--- src/rtl/uart_regif_pkg.sv ---
package uart_regif_pkg;
  localparam int NREG    = 8;
  localparam int IDX_CR  = 0;
  localparam int IDX_SR  = 1;
  localparam int IDX_ICR = 2;
  localparam int IDX_ISR = 3;
  localparam int IDX_FCR = 4;
  localparam int IDX_BRG = 5;
  localparam int IDX_TXB = 6;
  localparam int IDX_RXB = 7;

  localparam logic [15:0] CR_MASK  = 16'h003D;
  localparam logic [15:0] ICR_MASK = 16'h0003;
  localparam logic [15:0] FCR_MASK = 16'h0007;
  localparam logic [15:0] BRG_MASK = 16'h03FF;

  function automatic logic [7:0] reg_off(input int idx);
    case (idx)
      IDX_CR:  return 8'h00;
      IDX_SR:  return 8'h04;
      IDX_ICR: return 8'h08;
      IDX_ISR: return 8'h0C;
      IDX_FCR: return 8'h10;
      IDX_BRG: return 8'h14;
      IDX_TXB: return 8'h20;
      default: return 8'h30;
    endcase
  endfunction
endpackage

--- src/rtl/uart_regif_dec.sv ---
module uart_regif_dec
  import uart_regif_pkg::*;
#(
  parameter int ADDR_W = 8
) (
  input  logic [ADDR_W-1:0] addr_i,
  output logic [NREG-1:0]   hit_o
);
  for (genvar i = 0; i < NREG; i++) begin : g_hit
    assign hit_o[i] = (addr_i == ADDR_W'(reg_off(i)));
  end
endmodule

--- src/rtl/uart_regif_reg.sv ---
module uart_regif_reg #(
  parameter int              DATA_W = 16,
  parameter logic [DATA_W-1:0] MASK = '1
) (
  input  logic              clk_i,
  input  logic              rst_ni,
  input  logic              we_i,
  input  logic [DATA_W-1:0] d_i,
  output logic [DATA_W-1:0] q_o
);
  always_ff @(posedge clk_i or negedge rst_ni) begin
    if (!rst_ni)   q_o <= '0;
    else if (we_i) q_o <= d_i & MASK;
  end
endmodule

--- src/rtl/uart_regif_flags.sv ---
module uart_regif_flags (
  input  logic       clk_i,
  input  logic       rst_ni,
  input  logic       isr_we_i,
  input  logic [2:0] isr_wbits_i,
  input  logic       sr_we_i,
  input  logic       sr_wbit_i,
  input  logic       rx_avail_i,
  input  logic       tx_full_i,
  input  logic       tx_push_i,
  input  logic       rx_err_i,
  output logic [2:0] isr_q_o,
  output logic       sr_err_q_o
);
  logic [2:0] keep, isr_d;
  logic       sr_d;

  always_comb begin
    keep     = isr_we_i ? isr_wbits_i : 3'b111;
    // set conditions override a software clear
    isr_d[0] = (isr_q_o[0] & keep[0]) | rx_avail_i;
    isr_d[1] = ((isr_q_o[1] & keep[1]) | ~tx_full_i) & ~tx_push_i;
    isr_d[2] = (isr_q_o[2] & keep[2]) | rx_err_i;
    sr_d     = (sr_err_q_o & (~sr_we_i | sr_wbit_i)) | rx_err_i;
  end

  always_ff @(posedge clk_i or negedge rst_ni) begin
    if (!rst_ni) begin
      isr_q_o    <= '0;
      sr_err_q_o <= 1'b0;
    end else begin
      isr_q_o    <= isr_d;
      sr_err_q_o <= sr_d;
    end
  end
endmodule

--- src/rtl/uart_regif.sv ---
module uart_regif
  import uart_regif_pkg::*;
#(
  parameter int ADDR_W = 8,
  parameter int DATA_W = 16
) (
  input  logic              clk_i,
  input  logic              rst_ni,
  input  logic              sel_i,
  input  logic              we_i,
  input  logic [ADDR_W-1:0] addr_i,
  input  logic [DATA_W-1:0] wdata_i,
  output logic [DATA_W-1:0] rdata_o,
  output logic              tx_push_o,
  output logic [7:0]        tx_data_o,
  input  logic              tx_full_i,
  output logic              rx_pop_o,
  input  logic [7:0]        rx_data_i,
  input  logic              rx_avail_i,
  input  logic              rx_err_i,
  output logic              cfg_char7_o,
  output logic              cfg_stop2_o,
  output logic              cfg_par_en_o,
  output logic              cfg_par_even_o,
  output logic              cfg_brg_clk_o,
  output logic [7:0]        baud_div_o,
  output logic [1:0]        baud_sel_o,
  output logic              fifo_rst_rx_o,
  output logic              fifo_rst_tx_o,
  output logic              irq_o
);
  localparam logic [DATA_W-1:0] CR_M  = DATA_W'(CR_MASK);
  localparam logic [DATA_W-1:0] ICR_M = DATA_W'(ICR_MASK);
  localparam logic [DATA_W-1:0] FCR_M = DATA_W'(FCR_MASK);
  localparam logic [DATA_W-1:0] BRG_M = DATA_W'(BRG_MASK);

  logic [NREG-1:0]   hit;
  logic              wr, rd;
  logic              cr_we, icr_we, fcr_we, brg_we, isr_we, sr_we;
  logic [DATA_W-1:0] cr_q, icr_q, fcr_q, brg_q;
  logic [2:0]        isr_q;
  logic              sr_err_q;

  uart_regif_dec #(.ADDR_W(ADDR_W)) u_dec (.addr_i(addr_i), .hit_o(hit));

  assign wr     = sel_i & we_i;
  assign rd     = sel_i & ~we_i;
  assign cr_we  = wr & hit[IDX_CR];
  assign icr_we = wr & hit[IDX_ICR];
  assign fcr_we = wr & hit[IDX_FCR];
  assign brg_we = wr & hit[IDX_BRG];
  assign isr_we = wr & hit[IDX_ISR];
  assign sr_we  = wr & hit[IDX_SR];

  uart_regif_reg #(.DATA_W(DATA_W), .MASK(CR_M)) u_cr (
    .clk_i(clk_i), .rst_ni(rst_ni), .we_i(cr_we), .d_i(wdata_i), .q_o(cr_q));
  uart_regif_reg #(.DATA_W(DATA_W), .MASK(ICR_M)) u_icr (
    .clk_i(clk_i), .rst_ni(rst_ni), .we_i(icr_we), .d_i(wdata_i), .q_o(icr_q));
  uart_regif_reg #(.DATA_W(DATA_W), .MASK(FCR_M)) u_fcr (
    .clk_i(clk_i), .rst_ni(rst_ni), .we_i(fcr_we), .d_i(wdata_i), .q_o(fcr_q));
  uart_regif_reg #(.DATA_W(DATA_W), .MASK(BRG_M)) u_brg (
    .clk_i(clk_i), .rst_ni(rst_ni), .we_i(brg_we), .d_i(wdata_i), .q_o(brg_q));

  assign tx_push_o = wr & hit[IDX_TXB] & ~tx_full_i;
  assign tx_data_o = wdata_i[7:0];
  assign rx_pop_o  = rd & hit[IDX_RXB] & rx_avail_i;

  uart_regif_flags u_flags (
    .clk_i(clk_i), .rst_ni(rst_ni),
    .isr_we_i(isr_we), .isr_wbits_i(wdata_i[2:0]),
    .sr_we_i(sr_we), .sr_wbit_i(wdata_i[0]),
    .rx_avail_i(rx_avail_i), .tx_full_i(tx_full_i), .tx_push_i(tx_push_o),
    .rx_err_i(rx_err_i),
    .isr_q_o(isr_q), .sr_err_q_o(sr_err_q));

  always_comb begin
    rdata_o = '0;
    if (rd) begin
      if (hit[IDX_CR])       rdata_o = cr_q;
      else if (hit[IDX_SR])  rdata_o = DATA_W'(sr_err_q);
      else if (hit[IDX_ICR]) rdata_o = icr_q;
      else if (hit[IDX_ISR]) rdata_o = DATA_W'(isr_q);
      else if (hit[IDX_FCR]) rdata_o = fcr_q;
      else if (hit[IDX_BRG]) rdata_o = brg_q;
      else if (hit[IDX_RXB]) rdata_o = DATA_W'(rx_data_i);
    end
  end

  assign cfg_char7_o    = cr_q[0];
  assign cfg_stop2_o    = cr_q[2];
  assign cfg_par_even_o = cr_q[3];
  assign cfg_par_en_o   = cr_q[4];
  assign cfg_brg_clk_o  = cr_q[5];
  assign baud_div_o     = brg_q[7:0];
  assign baud_sel_o     = brg_q[9:8];
  assign fifo_rst_rx_o  = fcr_q[0] & fcr_q[1];
  assign fifo_rst_tx_o  = fcr_q[0] & fcr_q[2];

  // error flag shares the receive enable
  assign irq_o = (icr_q[0] & (isr_q[0] | isr_q[2])) | (icr_q[1] & isr_q[1]);
endmodule

--- config.mk ---
export PLATFORM = sky130hd
export DESIGN_NAME = uart_regif
export DESIGN_NICKNAME = d
export VERILOG_FILES = /design/src/rtl/uart_regif_pkg.sv /design/src/rtl/uart_regif_dec.sv /design/src/rtl/uart_regif_reg.sv /design/src/rtl/uart_regif_flags.sv /design/src/rtl/uart_regif.sv
export SDC_FILE = /design/constraint.sdc
export NUM_CORES = 1
export LEC_CHECK = 0
export CAP_MARGIN = 40
export CORE_UTILIZATION = 35
export CTS_CLUSTER_SIZE = 12
export DETAILED_ROUTE_END_ITERATION = 16
export GPL_TIMING_DRIVEN = 1
export PLACE_DENSITY = 0.73
export SYNTH_ARGS = -nofsm -noshare
export SYNTH_HDL_FRONTEND = slang
export SYNTH_SLANG_ARGS = --single-unit
--- constraint.sdc ---
create_clock -name clk_i -period 4.1 [get_ports clk_i]
set_input_delay 0.82 -clock clk_i [delete_from_list [all_inputs] [get_ports clk_i]]
set_output_delay 0.82 -clock clk_i [all_outputs]
set_load 0.02 [all_outputs]
==> metrics <==
GR Util All Layers roughly a fifth; Avg Synthesized Cell Area roughly 10 µm²; largest family of logic cells by synthesized area simple AND/OR/NAND/NOR gates; Multi-input gate area 797.0 µm²; Diodes inserted 0; Post-Synth XOR/XNOR Area 0%; worst vdd ir about 100 µV; Synth area leaders dfrtp_1 39%, mux2_4 9.7%, mux2_2 8.0%; total power around 0.0005 W; Final ANT Viol Nets 0; clk slew on worst S/H paths roughly 0.08 ns; Setup-failing EPs final 0; Final Cell Area around 2300 µm²; Root Buffer clkbuf_8; nets between 200 and 300; Compound-Gate Fraction of Synth Area between 10% and 20%; Setup TNS 0 ns; Pleak between 1 and 1.5 nW; Rows 23; Largest stage delay, worst path roughly 0.58 ns; die width just under 70 µm; Die ar. about 4700 µm²; Synth Register Bits 24; Slew HR 60.60%; Placement Cell Area 2253 µm²; Net Sw Frac between 20% and 30%; Place WS -0.08177 ns; power density relative to cell area 213.0 nW/µm²; P_int 0.0003649 W; achievable frequency between 200 and 300 MHz; antenna violations before repair 0; adder-cell area share of the yosys netlist 0%; Crit Path Class in -> out; mux contribution to synthesized area a little under a fifth; first-pass GRT wire length approximately 6.6 mm; outcome finished clean; Sink Count 24; CP max FO 3; Overflow after GRT 0; Clock power frac ~28%; commonest register cell after synthesis dfrtp_1; CP Capture Type output port; Max stage delay cell, worst path or4_4; Net Switching 0.0001270 W; Worst Tran Pin Value between 0.5 and 0.6 ns; Reg power frac between 50% and 60%; CP Data Required Time 3.28 ns; Final Skew 0 ns; post-layout min period 3.889 ns; synthesis-to-layout area growth 49.96%; vias per cell 5.187; area leader, netlist dfrtp_1; DRC errors left 0; vias in the first global route between 1000 and 1500; RSZ-0062 raised after global routing false; Sequential Area ~600 µm²; CP most frequent cell buf_4; DRT Pass-1 Iters 4; Max Cap Viol 0; DP HPWL roughly 3.2 mm; filler cell count slightly below 400; top-area cell type share of the netlist area 38.99%; Die H 68.34 µm; drt wl/cell approximately 16 µm; Comb power frac a little over a fifth; CTS tree done; Core Area a little over 4000 µm²; Post-CTS Setup Bufs 0; routed vias around 1400; H-tree depth 1; Synth Warn # 0; Hold Crit Class reg -> reg; CP Cell Sequence clkdlybuf4s50_1 -> or4_4 -> buf_4 -> nor3b_2 -> buf_4 -> nand2_1 -> o211ai_1 -> o21ai_0 -> dlygate4sd2_1; Hold-fix buffers, CTS 0; PostCTS Resize Cnt 4; share of post-route cells with drive strength above 1 between 10% and 20%; Longest Clk Path Bufs 2; FFs w/ async S/R, synth 100.0%; Synth cell types 38; initial core utilization around 37%; RePlAce Congestion 0.7855; Tcrit/Tclk final 94.85%; initial drt markers 81; simple logic cell fraction of the synthesized area around a fifth; Final Hold Fails 0; Seq/Total Area, Yosys about two fifths; synthesized area about 1500 µm²; CP top delay family buffers and inverters; Critical Path AT around 3 ns; total CTS buffers 3; critical path launch point type input pin; Post-Synthesis Cells 150; Worst Path Buf+Inv 4; Clock Latency Late Sink 0.27 ns; EDFF count, synth 0; routed wire length just over 4 mm; port buffer count 70; fin. max-slew vios 0; final worst slack about 0.21 ns; IO Count 83; largest net degree at the start of global routing 15
## metal layers
metal  wire [µm]  vias up  GRT usage, %
met5           0        -             0
met4          63        0         6.250
met3         239        7         3.667
met2        1888       50         30.76
met1        1953      667         26.15
li1            -      661             -
## power groups by stage
stage | Sequential, W | Clock, W | Combinational (W)
floorplan | 0.000255 | 0 | 0.0000435
global placement | 0.000251 | 0 | 0.000104
detailed placement | 0.000251 | 0 | 0.000107
CTS | 0.000246 | 0.000142 | 0.000107
global route | 0.000247 | 0.000150 | 0.000116
finish | 0.000246 | 0.000139 | 0.000107
## flip-flops by register name, summed over array words and instances (netlist names)
name,flops
u_flags.sr_err_q_o,1
u_icr.q_o,2
u_cr.q_o,5
u_brg.q_o,10
u_flags.isr_q_o,3
u_fcr.q_o,3
## cells by family after synthesis
logic type,after synthesis
AND/OR/NAND/NOR,52
other,1
multiplexers,22
flip-flops,24
AO/OA/AOI/OAI,27
buffers and inverters,24
## metrics by stage
| step | hold slack [ns] | util, % | cells |
|---|---|---|---|
| after floorplan | 0.4675 | - | 155 |
| after detailed placement | 0.5030 | 54.76 | 264 |
| after CTS | 0.5203 | 55.64 | 267 |
| after global routing | 0.5440 | 56.13 | 267 |
| after global placement | 0.4936 | 54.39 | 263 |
| final | 0.5243 | 56.13 | 267 |
## synth_stat cells, types with 4 or more instances
cell type  instances
dfrtp_1           24
buf_4             14
nand2_1           13
mux2_2            11
mux2_4            10
nor2_1             9
o21ai_0            9
clkbuf_1           6
a22oi_1            4
nand2b_1           4
## final timing paths
kind                                    start                  to  slack (ns)  depth (start not counted)
min reg2reg                u_flags.sr_err_q_o  u_flags.sr_err_q_o        0.52                          1
max                                 addr_i[1]          rdata_o[2]        0.21                          9
min                        u_flags.sr_err_q_o  u_flags.sr_err_q_o        0.52                          1
max reg2reg                      u_brg.q_o[2]        u_brg.q_o[2]        3.30                          1
max in group asynchronous              rst_ni  u_flags.isr_q_o[0]        2.68                          2
min in group asynchronous              rst_ni        u_brg.q_o[8]        0.92                          1
## cells in the final DEF (no fill, tap or decap), types with 3 or more instances in the layout
cell type,Yosys,final
clkdlybuf4s50_1,0,60
dfrtp_1,24,24
nand2_1,13,13
mux2_2,11,11
mux2_4,10,10
buf_4,14,10
nor2_1,9,9
o21ai_0,9,9
conb_1,1,6
dlymetal6s2s_1,0,6
nand2b_1,4,4
a22oi_1,4,4
dlygate4sd2_1,0,4
a32oi_1,3,3
a22o_1,3,3
a21oi_1,3,3
nand3_1,3,3
nand4_1,3,3
clkbuf_8,0,3
## cell type report
class | count | share of cell area (%)
Timing Repair Buffer | 81 | 34.67
Multi-Input combinational cell | 107 | 34.51
Sequential cell | 24 | 26.00
Tap cell | 50 | 2.709
Clock buffer | 3 | 1.788
Inverter | 2 | 0.3250
Note: power is estimated with default switching activity, not from simulation.
